`src/rtl/bmdma_regs_pkg.sv`:
```
package bmdma_regs_pkg;

    typedef enum logic [1:0] {
        ST_IDLE   = 2'd0,
        ST_ACTIVE = 2'd1,
        ST_HALTED = 2'd2
    } run_state_e;

    // window offsets
    localparam logic [2:0] OFS_CMD  = 3'd0;
    localparam logic [2:0] OFS_VND0 = 3'd1;
    localparam logic [2:0] OFS_STAT = 3'd2;
    localparam logic [2:0] OFS_VND1 = 3'd3;
    localparam logic [2:0] OFS_PTR  = 3'd4;

    // command bits
    localparam int CMD_RUN_BIT = 0;
    localparam int CMD_DIR_BIT = 3;

    // status bits
    localparam int ST_ACT_BIT   = 0;
    localparam int ST_ERR_BIT   = 1;
    localparam int ST_IRQ_BIT   = 2;
    localparam int ST_BUSY_LO   = 3;
    localparam int ST_BUSY_HI   = 4;
    localparam int ST_DRV_BASE  = 5;

endpackage

```
`src/rtl/bmdma_run_fsm.sv`:
```
module bmdma_run_fsm
    import bmdma_regs_pkg::*;
(
    input  logic clk,
    input  logic rst_n,
    input  logic cmd_wr,
    input  logic cmd_run_bit,
    input  logic cmd_dir_bit,
    input  logic done_i,
    input  logic err_i,
    output logic active_o,
    output logic run_rd_o,
    output logic start_pulse_o,
    output logic dir_o
);

    run_state_e state_q, state_d;
    logic       start_q;
    logic       dir_q;

    always_comb begin
        state_d = state_q;
        unique case (state_q)
            ST_IDLE:   if (cmd_wr && cmd_run_bit) state_d = ST_ACTIVE;
            ST_ACTIVE: begin
                if (cmd_wr && !cmd_run_bit)  state_d = ST_IDLE;
                else if (done_i || err_i)    state_d = ST_HALTED;
            end
            ST_HALTED: if (cmd_wr && !cmd_run_bit) state_d = ST_IDLE;
            default:   state_d = ST_IDLE;
        endcase
    end

    always_ff @(posedge clk) begin
        if (!rst_n) state_q <= ST_IDLE;
        else        state_q <= state_d;
    end

    always_ff @(posedge clk) begin
        if (!rst_n) begin
            start_q <= 1'b0;
            dir_q   <= 1'b0;
        end else begin
            start_q <= (state_d == ST_ACTIVE) && (state_q != ST_ACTIVE);
            if (cmd_wr && state_q != ST_ACTIVE) dir_q <= cmd_dir_bit;
        end
    end

    always_comb begin
        active_o      = (state_q == ST_ACTIVE);
        run_rd_o      = (state_q != ST_IDLE);
        start_pulse_o = start_q;
        dir_o         = dir_q;
    end

    assert_start_single_R4: assert property (@(posedge clk) disable iff (!rst_n)
        start_pulse_o |=> !start_pulse_o);
    assert_start_active_R4: assert property (@(posedge clk) disable iff (!rst_n)
        start_pulse_o |-> active_o);
    assert_end_on_event_R7: assert property (@(posedge clk) disable iff (!rst_n)
        (active_o && (done_i || err_i)) |=> !active_o);
    assert_dir_frozen_R6: assert property (@(posedge clk) disable iff (!rst_n)
        active_o |=> $stable(dir_o));

endmodule

```
`src/rtl/bmdma_status_regs.sv`:
```
module bmdma_status_regs
    import bmdma_regs_pkg::*;
#(
    parameter int DATA_W     = 8,
    parameter int NUM_DRIVES = 2
) (
    input  logic              clk,
    input  logic              rst_n,
    input  logic              stat_wr,
    input  logic [DATA_W-1:0] wdata,
    input  logic              active_i,
    input  logic              busy_i,
    input  logic              done_i,
    input  logic              err_i,
    output logic [DATA_W-1:0] status_o
);

    logic                  irq_q, err_q;
    logic [NUM_DRIVES-1:0] drv_q;

    always_ff @(posedge clk) begin
        if (!rst_n) begin
            irq_q <= 1'b0;
            err_q <= 1'b0;
        end else begin
            irq_q <= (active_i && done_i) || (irq_q && !(stat_wr && wdata[ST_IRQ_BIT]));
            err_q <= (active_i && err_i)  || (err_q && !(stat_wr && wdata[ST_ERR_BIT]));
        end
    end

    for (genvar g = 0; g < NUM_DRIVES; g++) begin : g_drv
        always_ff @(posedge clk) begin
            if (!rst_n)       drv_q[g] <= 1'b0;
            else if (stat_wr) drv_q[g] <= wdata[ST_DRV_BASE + g];
        end
    end

    always_comb begin
        status_o = '0;
        status_o[ST_ACT_BIT] = active_i;
        status_o[ST_ERR_BIT] = err_q;
        status_o[ST_IRQ_BIT] = irq_q;
        status_o[ST_BUSY_LO] = active_i && busy_i;
        status_o[ST_BUSY_HI] = active_i && busy_i;
        status_o[ST_DRV_BASE +: NUM_DRIVES] = drv_q;
    end

    assert_irq_on_done_R7: assert property (@(posedge clk) disable iff (!rst_n)
        (active_i && done_i) |=> status_o[ST_IRQ_BIT]);
    assert_w1c_irq_R8: assert property (@(posedge clk) disable iff (!rst_n)
        (stat_wr && wdata[ST_IRQ_BIT] && !(active_i && done_i)) |=> !status_o[ST_IRQ_BIT]);
    assert_err_hold_R8: assert property (@(posedge clk) disable iff (!rst_n)
        (status_o[ST_ERR_BIT] && !(stat_wr && wdata[ST_ERR_BIT])) |=> status_o[ST_ERR_BIT]);

endmodule

```
`src/rtl/bmdma_table_ptr.sv`:
```
module bmdma_table_ptr #(
    parameter int PTR_W      = 32,
    parameter int DATA_W     = 8,
    parameter int ALIGN_BITS = 2,
    localparam int LANES     = PTR_W / DATA_W,
    localparam int LANE_W    = (LANES > 1) ? $clog2(LANES) : 1
) (
    input  logic              clk,
    input  logic              rst_n,
    input  logic              wr,
    input  logic [LANE_W-1:0] lane,
    input  logic [DATA_W-1:0] wdata,
    input  logic              frozen,
    output logic [PTR_W-1:0]  ptr_o,
    output logic [DATA_W-1:0] rd_o
);

    localparam logic [DATA_W-1:0] KEEP_MASK = ~DATA_W'((1 << ALIGN_BITS) - 1);

    logic [PTR_W-1:0] ptr_q;

    for (genvar g = 0; g < LANES; g++) begin : g_lane
        localparam logic [DATA_W-1:0] LANE_MASK = (g == 0) ? KEEP_MASK : '1;
        always_ff @(posedge clk) begin
            if (!rst_n)
                ptr_q[g*DATA_W +: DATA_W] <= '0;
            else if (wr && !frozen && lane == LANE_W'(g))
                ptr_q[g*DATA_W +: DATA_W] <= wdata & LANE_MASK;
        end
    end

    always_comb begin
        ptr_o = ptr_q;
        rd_o  = ptr_q[lane*DATA_W +: DATA_W];
    end

    assert_ptr_frozen_R6: assert property (@(posedge clk) disable iff (!rst_n)
        frozen |=> $stable(ptr_o));
    assert_ptr_aligned_R3: assert property (@(posedge clk) disable iff (!rst_n)
        ptr_o[ALIGN_BITS-1:0] == '0);

endmodule

```
`src/rtl/bmdma_regif.sv`:
```
module bmdma_regif
    import bmdma_regs_pkg::*;
#(
    parameter int ADDR_W     = 3,
    parameter int DATA_W     = 8,
    parameter int PTR_W      = 32,
    parameter int ALIGN_BITS = 2,
    parameter int NUM_DRIVES = 2
) (
    input  logic              clk,
    input  logic              rst_n,
    input  logic [ADDR_W-1:0] reg_addr,
    input  logic [DATA_W-1:0] reg_wdata,
    input  logic              reg_wr,
    output logic [DATA_W-1:0] reg_rdata,
    input  logic              eng_done,
    input  logic              eng_error,
    input  logic              eng_busy,
    output logic              eng_start,
    output logic              eng_run,
    output logic              eng_dir_to_mem,
    output logic [PTR_W-1:0]  eng_table_base
);

    localparam int LANES  = PTR_W / DATA_W;
    localparam int LANE_W = (LANES > 1) ? $clog2(LANES) : 1;

    logic cmd_hit, stat_hit, ptr_hit, vnd0_hit, vnd1_hit;
    logic active, run_rd, dir;
    logic [DATA_W-1:0] status, ptr_rd, vnd0_q, vnd1_q;

    always_comb begin
        cmd_hit  = reg_wr && (reg_addr == ADDR_W'(OFS_CMD));
        stat_hit = reg_wr && (reg_addr == ADDR_W'(OFS_STAT));
        vnd0_hit = reg_wr && (reg_addr == ADDR_W'(OFS_VND0));
        vnd1_hit = reg_wr && (reg_addr == ADDR_W'(OFS_VND1));
        ptr_hit  = reg_wr && (reg_addr >= ADDR_W'(OFS_PTR));
    end

    bmdma_run_fsm u_fsm (
        .clk           (clk),
        .rst_n         (rst_n),
        .cmd_wr        (cmd_hit),
        .cmd_run_bit   (reg_wdata[CMD_RUN_BIT]),
        .cmd_dir_bit   (reg_wdata[CMD_DIR_BIT]),
        .done_i        (eng_done),
        .err_i         (eng_error),
        .active_o      (active),
        .run_rd_o      (run_rd),
        .start_pulse_o (eng_start),
        .dir_o         (dir)
    );

    bmdma_status_regs #(.DATA_W(DATA_W), .NUM_DRIVES(NUM_DRIVES)) u_stat (
        .clk      (clk),
        .rst_n    (rst_n),
        .stat_wr  (stat_hit),
        .wdata    (reg_wdata),
        .active_i (active),
        .busy_i   (eng_busy),
        .done_i   (eng_done),
        .err_i    (eng_error),
        .status_o (status)
    );

    bmdma_table_ptr #(.PTR_W(PTR_W), .DATA_W(DATA_W), .ALIGN_BITS(ALIGN_BITS)) u_ptr (
        .clk    (clk),
        .rst_n  (rst_n),
        .wr     (ptr_hit),
        .lane   (reg_addr[LANE_W-1:0]),
        .wdata  (reg_wdata),
        .frozen (active),
        .ptr_o  (eng_table_base),
        .rd_o   (ptr_rd)
    );

    always_ff @(posedge clk) begin
        if (!rst_n) begin
            vnd0_q <= '0;
            vnd1_q <= '0;
        end else begin
            if (vnd0_hit) vnd0_q <= reg_wdata;
            if (vnd1_hit) vnd1_q <= reg_wdata;
        end
    end

    always_comb begin
        eng_run        = active;
        eng_dir_to_mem = dir;
        reg_rdata      = '0;
        if (reg_addr >= ADDR_W'(OFS_PTR)) reg_rdata = ptr_rd;
        else if (reg_addr == ADDR_W'(OFS_CMD)) begin
            reg_rdata[CMD_RUN_BIT] = run_rd;
            reg_rdata[CMD_DIR_BIT] = dir;
        end
        else if (reg_addr == ADDR_W'(OFS_VND0)) reg_rdata = vnd0_q;
        else if (reg_addr == ADDR_W'(OFS_STAT)) reg_rdata = status;
        else if (reg_addr == ADDR_W'(OFS_VND1)) reg_rdata = vnd1_q;
    end

    assert_run_tracks_status_R4: assert property (@(posedge clk) disable iff (!rst_n)
        eng_run == status[ST_ACT_BIT]);

endmodule

```
`config.mk`:
```
export PLATFORM = sky130hd
export DESIGN_NAME = bmdma_regif
export DESIGN_NICKNAME = d
export VERILOG_FILES = /design/src/rtl/bmdma_regs_pkg.sv /design/src/rtl/bmdma_run_fsm.sv /design/src/rtl/bmdma_status_regs.sv /design/src/rtl/bmdma_table_ptr.sv /design/src/rtl/bmdma_regif.sv
export SDC_FILE = /design/constraint.sdc
export NUM_CORES = 1
export LEC_CHECK = 0
export ABC_CLOCK_PERIOD_IN_PS = 3700
export CORE_AREA = 2 2 69 71
export CTS_BUF_LIST = sky130_fd_sc_hd__clkbuf_8 sky130_fd_sc_hd__clkbuf_16
export CTS_CLUSTER_SIZE = 16
export DETAILED_ROUTE_END_ITERATION = 12
export DIE_AREA = 0 0 71 73
export DONT_BUFFER_PORTS = 1
export GPL_ROUTABILITY_DRIVEN = 0
export PLACE_DENSITY_LB_ADDON = 0.08
export SETUP_SLACK_MARGIN = 0.4
export SKIP_CTS_REPAIR_TIMING = 1
export SYNTH_ARGS = -nofsm -noshare
export SYNTH_HDL_FRONTEND = slang
export SYNTH_SLANG_ARGS = --single-unit
```
`constraint.sdc`:
```
create_clock -name clk -period 3.7 [get_ports clk]
set_input_delay 0.74 -clock clk [delete_from_list [all_inputs] [get_ports clk]]
set_output_delay 0.74 -clock clk [all_outputs]
set_load 0.05 [all_outputs]
```
# Yosys cells after proc, flatten, opt, wreduce, memory -nomap -nowiden
# Index checks and enable logic that the tools add are counted.
# W data, S select, Z words.
[word_totals] reg_bits=54 out_inout_bits=43
[op_classes] magnitude_cmp=1 eq_ne=10 shifts=1 mux=13 reduce_logical=32
[ops] cell="$mux W8" n=4
[ops] cell="$shiftx A32 B6 Y8" n=1
[ops] cell="$logic_and A1 B1 Y1" n=21
[ops] cell="$mux W2" n=5
[ops] cell="$eq A2 B1 Y1 const B" n=3
[ops] cell="$eq A2 B2 Y1 const B" n=3
[ops] cell="$eq A3 B2 Y1 const B" n=2
[ops] cell="$pmux W2 S3" n=1
[ops] cell="$logic_not A1 Y1" n=4
[ops] cell="$logic_not A2 Y1" n=2
[ops] cell="$mux W4" n=1
[ops] cell="$eq A3 B1 Y1 const B" n=1
[ops] cell="$ge A3 B3 Y1 const B" n=1
[ops] cell="$logic_not A3 Y1" n=1
[ops] cell="$logic_or A1 B1 Y1" n=3
[ops] cell="$mux W1" n=2
[ops] cell="$ne A2 B1 Y1 const B" n=1
[ops] cell="$reduce_bool A2 Y1" n=1

# Logic depth before layout (Yosys ltp)
# Gate-level depths: netlist of run 1.
[logic_depth] depth_word=7 ltp_mapped=6

# Modules after synthesis
# From an unflattened synthesis of run 1, not the netlist that was laid out.
[unflattened] cells_unflattened=283 hier_area_um2=2688.8
[by_module_without_submodules] module="bmdma_table_ptr" instances=1 cells_each=126 area_each_um2=1337.5 seq_area_each_um2=600.6
[by_module_without_submodules] module="bmdma_regif" instances=1 cells_each=117 area_each_um2=969.7 seq_area_each_um2=320.3
[by_module_without_submodules] module="bmdma_status_regs" instances=1 cells_each=21 area_each_um2=197.7 seq_area_each_um2=80.1
[by_module_without_submodules] module="bmdma_run_fsm" instances=1 cells_each=19 area_each_um2=183.9 seq_area_each_um2=80.1

# Least setup slack after synthesis of run 1
# No wires, ideal clock.
[synth_path] path_type="input -> output" from="input reg_addr[0]" to="output reg_rdata[4]" t_arrival_ns=2.973 t_required_ns=2.960 path_slack_ns=-0.013 path_stages=5 n_path_buf=3 path_cell_list="clkbuf_2 -> buf_4 -> buf_2 -> nor2_1 -> o41ai_1"
[synth_between] elab_chain_cells=6
[synth_rtl] element="start, declared" line_no="bmdma_regif.sv:12" text="input logic [ADDR_W-1:0] reg_addr,"
[synth_rtl] element="$eq A3 B2 Y1" line_no="bmdma_regif.sv:98" text="else if (reg_addr == ADDR_W'(OFS_VND1)) reg_rdata = vnd1_q;"
[synth_rtl] element="$mux W8" line_no="bmdma_regif.sv:98"
[synth_rtl] element="$mux W8" line_no="bmdma_regif.sv:97" text="else if (reg_addr == ADDR_W'(OFS_STAT)) reg_rdata = status;"
[synth_rtl] element="$mux W8" line_no="bmdma_regif.sv:96" text="else if (reg_addr == ADDR_W'(OFS_VND0)) reg_rdata = vnd0_q;"
[synth_rtl] element="$mux W4" line_no="bmdma_regif.sv:92" text="else if (reg_addr == ADDR_W'(OFS_CMD)) begin"
[synth_rtl] element="$mux W8 (*)" line_no="bmdma_regif.sv:91" text="if (reg_addr >= ADDR_W'(OFS_PTR)) reg_rdata = ptr_rd;"
[synth_rtl] element="end, declared" line_no="bmdma_regif.sv:15" text="output logic [DATA_W-1:0] reg_rdata,"
# Every way passes the cells marked *; elsewhere a longest branch is shown, timed or not.

# Worst setup path after layout of run 1
[layout_path] from="register u_ptr.ptr_q[24] (netlist: u_ptr.ptr_o[24])" to="output reg_rdata[0]"
[layout_between] elab_chain_cells=2
[layout_rtl] element="start, declared" line_no="bmdma_table_ptr.sv:20" text="logic [PTR_W-1:0] ptr_q;"
[layout_rtl] element="start signal, assigned by index" line_no="bmdma_table_ptr.sv:28" text="ptr_q[g*DATA_W +: DATA_W] <= wdata & LANE_MASK;"
[layout_rtl] element="$shiftx A32 B6 Y8" line_no="bmdma_table_ptr.sv:34" text="rd_o = ptr_q[lane*DATA_W +: DATA_W];"
[layout_rtl] element="$mux W8" line_no="bmdma_regif.sv:91"
# No other way between the ends.

==> impl_results.md, run 1 <==
* WL final at 7.48 mm
* First-pass GRT wire length at 12.0 mm
* Actual transition at the worst max-transition pin at 995 ps
* Placed Cells at 342
* Max Cap Viol at 0
* Core Box Area at 0.00454 sq mm
* Post-DRT Antenna Nets at 0
* Port bufs at 0
* Number of global-route vias before repair at 2236
* Power Dens Cells at roughly 370 mW/mm^2
* Fin Hold WS at roughly 460 ps
* CP delay by family, top: flip-flops
* CTS tree: built
* Row cnt at 25
* Number of synthesis warnings at 0
* Period Utilization, post-route at 0.701
* Max Slew Vio Count at 0
* Largest net degree at the start of global routing at 52
* Critical-path cell list: mux2i_1, o21ai_0, a221o_1
* Critical path arrival at 1860 ps
* Worst min-delay path class: reg -> reg
* I/O pin count at 60
* CTS max path bufs at 2
* Die X at just over 70 microns
* Gr ovfl total at 0
* Clock transition at the registers of the reported paths at 90 ps
* DR iter-0 viols at between 300 and 400
* RSZ-0062 raised after global routing: no
* Post-synthesis cell type count at 44
* Clock latency on the worst-skew pair at 310 ps
* Final setup TNS at 0 ps
* H-tree depth at 2
* Outcome: complete, no violations
* Sequential share of the synthesized area at 0.396
* Root Buffer: clkbuf_8
* Post-route minimum period at 2600 ps
* Final setup fails at 0
* Diode count at 0
* First-pass DRT Iterations at 5
* CP Launch Type: register
* Gate count of the mapped netlist at 310
* Worst Setup End Kind: primary output
* CP Max Fanout at 3
* Final Hold Vio Count at 0
* Multi-input gate area at 0.00150 sq mm
* # DRC at 0
* Fillers at about 400
* Slew headroom at 0.332
* CP Buf/Inv Count at 0
* Die Footprint at 0.00518 sq mm
* Slowest stage cell, crit path: dfxtp_1
* Antenna violations before repair at 0
* Number of synthesized register bits at 54
* Placement-stage cell area at 0.00275 sq mm
* Leakage at 0.940 nW
* Clock buffer count from CTS at 5
* CP required at 2960 ps
* Crit-path max cell delay at 720 ps
* Mean number of vias per cell at 7.10
* Final instance area at 0.00282 sq mm
* Synthesis-to-layout area growth at 3.39%
* Post-Layout Cell Count at 349
* Vias at about 2500
* Clock Skew at 4.94 ps
* Mean Syn Cell Area at 8.80 sq um
* Starting Density at 0.602
* Clk sinks at 54
* Die H at ~73 microns
* Fmax at between 300 and 400 MHz
* NumNets Final at ~310
* Layout cells sized above 1 at 0.122
* Reg area at between 0.001 and 0.0015 sq mm
* GRT Total Usage at 0.296
* CP Class: reg -> out
* DP HPWL at 4.98 mm
* Routed length per instance at 21.4 microns
* Mapped Area at 0.00273 sq mm
* Max rail drop VDD at 0.000183 V
metal layers:
| metal | vias to the layer above | GRT usage | wire length (microns) |
|---|---|---|---|
| met2 | 127 | 0.428 | 3420 |
| met3 | 18 | 0.0856 | 712 |
| li1 | 1132 | - | - |
| met1 | 1201 | 0.415 | 3150 |
| met4 | 0 | 0.122 | 189 |
| met5 | - | 0 | 0 |
worst paths after layout:
path              cells after the start               to              from  slack, ps
setup reg to reg                      6  u_ptr.ptr_o[30]  u_fsm.state_q[1]       1720
hold reg to reg                       2        vnd1_q[5]         vnd1_q[5]        460
setup / recovery                      3     reg_rdata[0]   u_ptr.ptr_o[24]       1100
hold / removal                        2        vnd1_q[5]         vnd1_q[5]        460
cell usage in the layout, fill, tap and decap left out, drive strengths merged, types with 2 or more instances in the layout:
master | Yosys | layout
a21bo | 2 | 2
a21oi | 42 | 42
a221oi | 5 | 5
and3b | 2 | 2
and4b | 2 | 2
buf | 14 | 11
clkbuf | 20 | 5
clkinv | 2 | 2
conb | 1 | 2
dfxtp | 54 | 54
inv | 2 | 4
mux2 | 8 | 8
mux2i | 13 | 13
mux4 | 5 | 5
nand2 | 23 | 23
nand2b | 4 | 4
nand3b | 3 | 3
nand4 | 30 | 30
nor2 | 21 | 21
nor2b | 3 | 3
nor4bb | 2 | 2
o21ai | 4 | 4
o31ai | 31 | 31
worst register-to-register path, cell delays in order (launching register included):
cell	delay (ps)
dfxtp_1	400
nand2b_1	130
buf_4	300
clkinv_1	260
buf_4	330
o31ai_1	320
a21oi_1	110
metrics by stage:
step	setup slack, ps	total power, mW	utilization
floorplan	467	0.749	-
global placement	1180	0.753	0.605
detailed placement	1170	0.755	0.605
CTS	1100	1.06	0.622
global route	987	1.09	0.622
finish	1100	1.05	0.622
registers in the layout (all words and copies together), names as in the netlist:
register	count
u_ptr.ptr_o	30
vnd0_q	8
vnd1_q	8
u_fsm.state_q	2
u_stat.status_o	2
u_fsm.dir_o	1
u_fsm.start_pulse_o	1
u_stat.err_q	1
u_stat.irq_q	1
synthesized netlist by cell type:
master	count	share of area
a2111oi_0	1	0.0032
a21bo_2	2	0.0073
a21o_1	1	0.0028
a21oi_1	42	0.077
a221o_1	1	0.0037
a221oi_1	5	0.016
a32oi_1	1	0.0032
and2_0	1	0.0023
and3_1	1	0.0023
and3b_1	2	0.0064
and4b_1	2	0.0073
buf_1	3	0.0041
buf_2	7	0.013
buf_4	3	0.0083
buf_6	1	0.0041
clkbuf_1	19	0.026
clkbuf_2	1	0.0018
clkinv_1	2	0.0028
conb_1	1	0.0014
dfxtp_1	54	0.40
inv_1	2	0.0028
mux2_2	8	0.033
mux2i_1	13	0.048
mux4_2	5	0.041
nand2_1	23	0.032
nand2b_1	4	0.0092
nand3_1	1	0.0018
nand3b_1	3	0.0083
nand4_1	30	0.069
nand4b_1	1	0.0032
nor2_1	21	0.029
nor2b_1	3	0.0069
nor3_1	1	0.0018
nor3b_1	1	0.0028
nor4b_1	1	0.0032
nor4bb_1	2	0.0073
o211ai_1	1	0.0028
o21ai_0	4	0.0073
o221ai_1	1	0.0032
o31ai_1	31	0.085
o41ai_1	1	0.0032
or2_2	1	0.0023
or3b_1	1	0.0032
or4b_4	1	0.0050
cell families (layout without fill, tap and decap cells):
group | count (synthesis) | in the layout | synth area share
other cells | 1 | 2 | 0.00137
compound gates | 91 | 91 | 0.215
simple gates | 100 | 100 | 0.203
buf+inv | 38 | 22 | 0.0628
mux | 26 | 26 | 0.122
flops | 54 | 54 | 0.396
where the power goes:
group          total, mW  internal, mW  leakage, nW  switching [mW]
clock network      0.312         0.125       0.0466           0.187
registers          0.628         0.593        0.437          0.0352
logic              0.114        0.0392        0.457          0.0746
layout make-up:
cell class | instances | area share
repair buffers | 11 | 0.0293
inverters | 4 | 0.00532
clock buffers | 5 | 0.0244
clock inverters | 2 | 0.00266
flip-flops and latches | 54 | 0.383
well taps | 54 | 0.0239
multi-input cells | 219 | 0.531
Note: power is estimated with default switching activity, not from simulation.
==> run 2: changes to the inputs <==
ABC_CLOCK_PERIOD_IN_PS = 2700   (was 3700)
clock period = 2.7 ns   (was 3.7 ns; I/O delays follow)
==> run 2 against run 1 <==
  * Global-route usage increased by 1.5 points
  * Non-clock buffer count increased by 24
  * Core utilization increased by 6.3 points
  * Routed wire length increased by 4.3%
  * Die area unchanged
  * Combinational power increased by 78%
  * Design area increased by 10%
  * Worst hold slack got worse by 110 ps
  * Critical path type unchanged
  * Clock power increased by 120%
==> impl_results.md, run 2 (synthesized netlist as in run 1, its figures left out) <==
* Worst min-delay path class: in -> reg
* DP HPWL at 5.17 mm (+3.8%)
* Slew headroom at 0.584 (+0.252)
* Die H at 73 microns (unchanged)
* CTS tree: built
* Power Dens Cells at 549 mW/mm^2 (+47%)
* Fmax at around 440 MHz
* Number of global-route vias before repair at 2424 (+8.4%)
* CP Launch Type: register
* Crit-path max cell delay at 460 ps (-260 ps)
* Clk sinks at 54 (unchanged)
* Outcome: complete, no violations
* # DRC at 0 (unchanged)
* RSZ-0062 raised after global routing: yes
* NumNets Final at 336 (+7.7%)
* CTS max path bufs at 2 (unchanged)
* Fin Hold WS at 348 ps (-110 ps)
* Final setup TNS at 0 ps (unchanged)
* Largest net degree at the start of global routing at 52 (unchanged)
* DR iter-0 viols at 313 (-10%)
* Commonest non-fill, non-tap cell in the layout: dfxtp_1
* WL final at 7.80 mm (+4.3%)
* Layout cells sized above 1 at 0.234 (+0.112)
* CP delay by family, top: flip-flops
* Die Footprint at 0.00518 sq mm (unchanged)
* Worst Setup End Kind: primary output
* Max rail drop VDD at 0.000398 V (+120%)
* Clock buffer count from CTS at 5 (unchanged)
* Hold path start: reg_wdata[2]
* Actual transition at the worst max-transition pin at 623 ps (-372 ps)
* Mean number of vias per cell at 6.64 (-6.5%)
* Crit path launch: u_fsm.state_q[0]
* Port bufs at 0 (unchanged)
* Leakage at 1.11 nW (+18%)
* Clock transition at the registers of the reported paths at 100 ps (about the same)
* Antenna violations before repair at 0 (unchanged)
* Critical-path cell list: and4b_1, nor2_1, o41ai_4, buf_4
* Post-route minimum period at between 2000 and 2500 ps
* Fillers at 359 (-9.3%)
* Slowest stage cell, crit path: dfxtp_1
* Largest register FFs at 30 (unchanged)
* Gr ovfl total at 0 (unchanged)
* Commonest non-fill, non-tap cells in the layout: 49 x dfxtp_1, 42 x a21oi_1, 35 x buf_4
* Max Cap Viol at 0 (unchanged)
* Diode count at 0 (unchanged)
* Root Buffer: clkbuf_8
* Critical path arrival at 1710 ps (-150 ps)
* CP Max Fanout at 8 (+5)
* Final setup fails at 0 (unchanged)
* CP Class: reg -> out
* First-pass GRT wire length at 12.5 mm (+4.2%)
* Die X at 71 microns (unchanged)
* First-pass DRT Iterations at 4 (-1)
* H-tree depth at 2 (unchanged)
* Routed length per instance at 20.9 microns (-2.6%)
* GRT Total Usage at 0.311 (+0.0154)
* Final Hold Vio Count at 0 (unchanged)
* Period Utilization, post-route at 0.833
* Vias at 2484 (+0.24%)
* Core Box Area at 0.00454 sq mm (unchanged)
* Starting Density at 0.602 (unchanged)
* CP Buf/Inv Count at 1 (+1)
* Post-DRT Antenna Nets at 0 (unchanged)
* CP required at 2160 ps (-800 ps)
* Clock latency on the worst-skew pair at 310 ps (about the same)
* Clock Skew at 2.91 ps (-2.03 ps)
* Max Slew Vio Count at 0 (unchanged)
* I/O pin count at 60 (unchanged)
* Row cnt at 25 (unchanged)
* Synthesis-to-layout area growth at 13.8%
* RR Startpoint: u_fsm.state_q[1]
## run 2: cell types whose count changed in the layout (fill, tap and decap cells not counted), sizes merged
cell,before,now
clkbuf,5,6
inv,4,2
bufinv,0,2
buf,11,35
## run 2: worst paths after layout
path,end,slack [ps],cells past startpoint
max,reg_rdata[4],450,4
min reg2reg,vnd1_q[0],450,2
max reg2reg,u_fsm.dir_o,1170,5
min,vnd1_q[2],350,2
## run 2: power breakdown
part | switching [mW] | internal, mW
combinational | 0.140 | 0.0626
sequential | 0.0167 | 0.813
clock | 0.279 | 0.396
## run 2: worst reg2reg max path, delay by kind of cell, from the launching register on
kind | cells | cell delay (ps)
flops | 1 | 410
buf+inv | 2 | 340
compound gates | 1 | 120
simple gates | 2 | 590
## run 2: per-layer routing
metal | part of all wire | GRT usage | vias to the layer above
met2 | 0.45 | 0.452 | 112
met5 | 0 | 0 | -
met4 | 0.043 | 0.147 | 0
li1 | - | - | 1181
met1 | 0.41 | 0.425 | 1167
met3 | 0.10 | 0.0939 | 24
## run 2: area by class of cell
class	instances	area [sq um]	share of cell area
inverters	4	15.0	0.00483
multi-input cells	219	1530	0.493
clock inverters	2	60.1	0.0193
repair buffers	35	263	0.0846
well taps	54	67.6	0.0217
clock buffers	6	82.6	0.0266
flip-flops and latches	54	1090	0.350
## run 2: stage by stage
step / setup slack [ps] / total power [mW] / util / cell area [sq um] / cells
floorplan: 276 / 1.04 / - / 2800 / 311
global placement: 704 / 1.05 / 0.652 / 2960 / 366
detailed placement: 692 / 1.05 / 0.652 / 2960 / 366
CTS: 365 / 1.70 / 0.683 / 3100 / 374
global route: 392 / 1.75 / 0.685 / 3110 / 374
finish: 451 / 1.71 / 0.685 / 3110 / 374
==> run 3: changes to the inputs <==
ABC_CLOCK_PERIOD_IN_PS = 1900   (was 2700)
CORE_AREA = 2 2 73 75   (was 2 2 69 71)
DIE_AREA = 0 0 75 77   (was 0 0 71 73)
clock period = 1.9 ns   (was 2.7 ns; I/O delays follow)
==> run 3 against run 2 <==
  * The run now ends with setup timing left
  * Power rose by 29%
  * Core utilization fell by 1.8 points
  * Routed wire length rose by 9.9%
  * Non-clock buffer count rose by 9
  * Largest cell class unchanged
  * Largest power group unchanged
==> impl_results.md, run 3 (synthesized netlist as in run 1, its figures left out) <==
* Outcome: complete, but fails checks
* Failing checks: setup timing
* Worst Setup End Kind: primary output
* Final setup fails at 3 (+3)
* WL final at 8.57 mm (+9.9%)
* NumNets Final at 345 (+2.7%)
* GRT Total Usage at 0.314 (+0.00304)
* Diode count at 0 (unchanged)
* CP Max Fanout at 6 (-2)
* DR iter-0 viols at 295 (-5.8%)
* Power Dens Cells at 661 mW/mm^2 (+20%)
* Post-DRT Antenna Nets at 0 (unchanged)
* Routed length per instance at 21.5 microns (+3.0%)
* Clk sinks at 54 (unchanged)
* Slowest stage cell, crit path: o41ai_4
* Clock latency on the worst-skew pair at 310 ps (about the same)
* Crit-path max cell delay at 390 ps (-70 ps)
* Placed Cells at 391 (+6.8%)
* Worst min-delay path class: in -> reg
* Row cnt at 26 (+4.0%)
* Number of global-route vias before repair at 2456 (+1.3%)
* Largest net degree at the start of global routing at 52 (unchanged)
* Clock Skew at 6.42 ps (+3.52 ps)
* First-pass GRT wire length at 13.8 mm (+10%)
* Clock buffer count from CTS at 5 (unchanged)
* Slew headroom at 0.565 (-0.0196)
* Critical path arrival at 1650 ps (-60 ps)
* Post-Layout Cell Count at 399 (+6.7%)
* DP HPWL at 5.77 mm (+12%)
* Total Power at 2.20 mW (+29%)
* Core Box Area at 0.00498 sq mm (+9.7%)
* First-pass DRT Iterations at 7 (+3)
* Max Slew Vio Count at 0 (unchanged)
* Largest register FFs at 30 (unchanged)
* Die Footprint at 0.00578 sq mm (+11%)
* Starting Density at 0.548 (-0.0534)
* Fillers at 420 (+17%)
* Place WS at 208 ps (-484 ps)
* Commonest non-fill, non-tap cell in the layout: dfxtp_1
* Vias at 2629 (+5.8%)
* Layout cells sized above 1 at 0.301 (+0.0665)
* CTS tree: built
* CTS max path bufs at 2 (unchanged)
* Port bufs at 0 (unchanged)
* Gr ovfl total at 0 (unchanged)
* Final Hold Vio Count at 0 (unchanged)
* Fmax at 493 MHz
* CP delay by family, top: simple AND/OR/NAND/NOR gates
* Root Buffer: clkbuf_8
* CP Launch Type: register
* Synthesis-to-layout area growth at 21.7%
* Critical-path cell list: and4b_2, nor2_2, o41ai_4, buf_12
* # DRC at 0 (unchanged)
* Die X at 75 microns (+5.6%)
* Actual transition at the worst max-transition pin at 655 ps (+31.3 ps)
* Period Utilization, post-route at 1.07
* Max rail drop VDD at 0.000406 V (+1.9%)
* Max Cap Viol at 0 (unchanged)
* Leakage at 1.18 nW (+6.7%)
* RSZ-0062 raised after global routing: yes
* Die H at 77 microns (+5.5%)
* Final worst slack at -127 ps (-577 ps)
* Mean number of vias per cell at 6.59 (-0.79%)
* I/O pin count at 60 (unchanged)
* Clock transition at the registers of the reported paths at 100 ps (about the same)
* CP required at 1520 ps (-640 ps)
* Commonest non-fill, non-tap cells in the layout: 47 x dfxtp_1, 42 x a21oi_1, 40 x buf_4
* CP Class: reg -> out
* Antenna violations before repair at 0 (unchanged)
* Post-route minimum period at ~2000 ps
* H-tree depth at 2 (unchanged)
* CP Buf/Inv Count at 1 (unchanged)
* Final setup TNS at -197 ps (-197 ps)
-- run 3: cell count changes in the layout (fill, tap and decap cells not counted), sizes merged --
cell | before | now
buf | 35 | 44
clkinv | 2 | 3
bufinv | 2 | 0
clkinvlp | 0 | 1
-- run 3: power breakdown --
part / leakage (nW) / internal [mW] / switching, mW
Combinational: 0.692 / 0.114 / 0.226
Sequential: 0.441 / 1.15 / 0.0160
Clock: 0.0472 / 0.294 / 0.391
Total: 1.18 / 1.56 / 0.633
-- run 3: final cells by class --
type | instances | area, sq um | share of cell area
Sequential cell | 54 | 1090 | 0.329
Clock inverter | 2 | 12.5 | 0.00377
Multi-Input combinational cell | 219 | 1660 | 0.498
Tap cell | 70 | 87.6 | 0.0264
Timing Repair Buffer | 44 | 375 | 0.113
Clock buffer | 6 | 82.6 | 0.0249
Inverter | 4 | 15.0 | 0.00452
-- run 3: through the flow --
step                cell area, sq um  utilization  hold slack, ps
CTS                             3260        0.655             183
detailed placement              3160        0.635             446
finish                          3320        0.667             182
global placement                3160        0.635             439
floorplan                       2930            -             432
global route                    3320        0.667             181
-- run 3: worst paths after layout --
path	depth (start not counted)	slack [ps]	from	end
max	4	-130	u_fsm.state_q[1]	reg_rdata[4]
min	2	180	rst_n	u_fsm.state_q[1]
max reg2reg	5	480	u_fsm.state_q[1]	u_fsm.dir_o
min reg2reg	2	460	vnd1_q[0]	vnd1_q[0]
-- run 3: routing by layer --
metal	track usage	vias up	share of wire
li1	-	1206	-
met1	0.470	1266	0.42
met3	0.0565	23	0.089
met2	0.446	134	0.46
met4	0.116	0	0.031
met5	0	-	0
-- run 3: worst reg2reg max path, stage by stage (launching register included) --
cell,delay (ps)
dfxtp_4,380
nand2b_1,150
clkinv_1,120
buf_8,190
or3b_1,380
a21oi_1,130
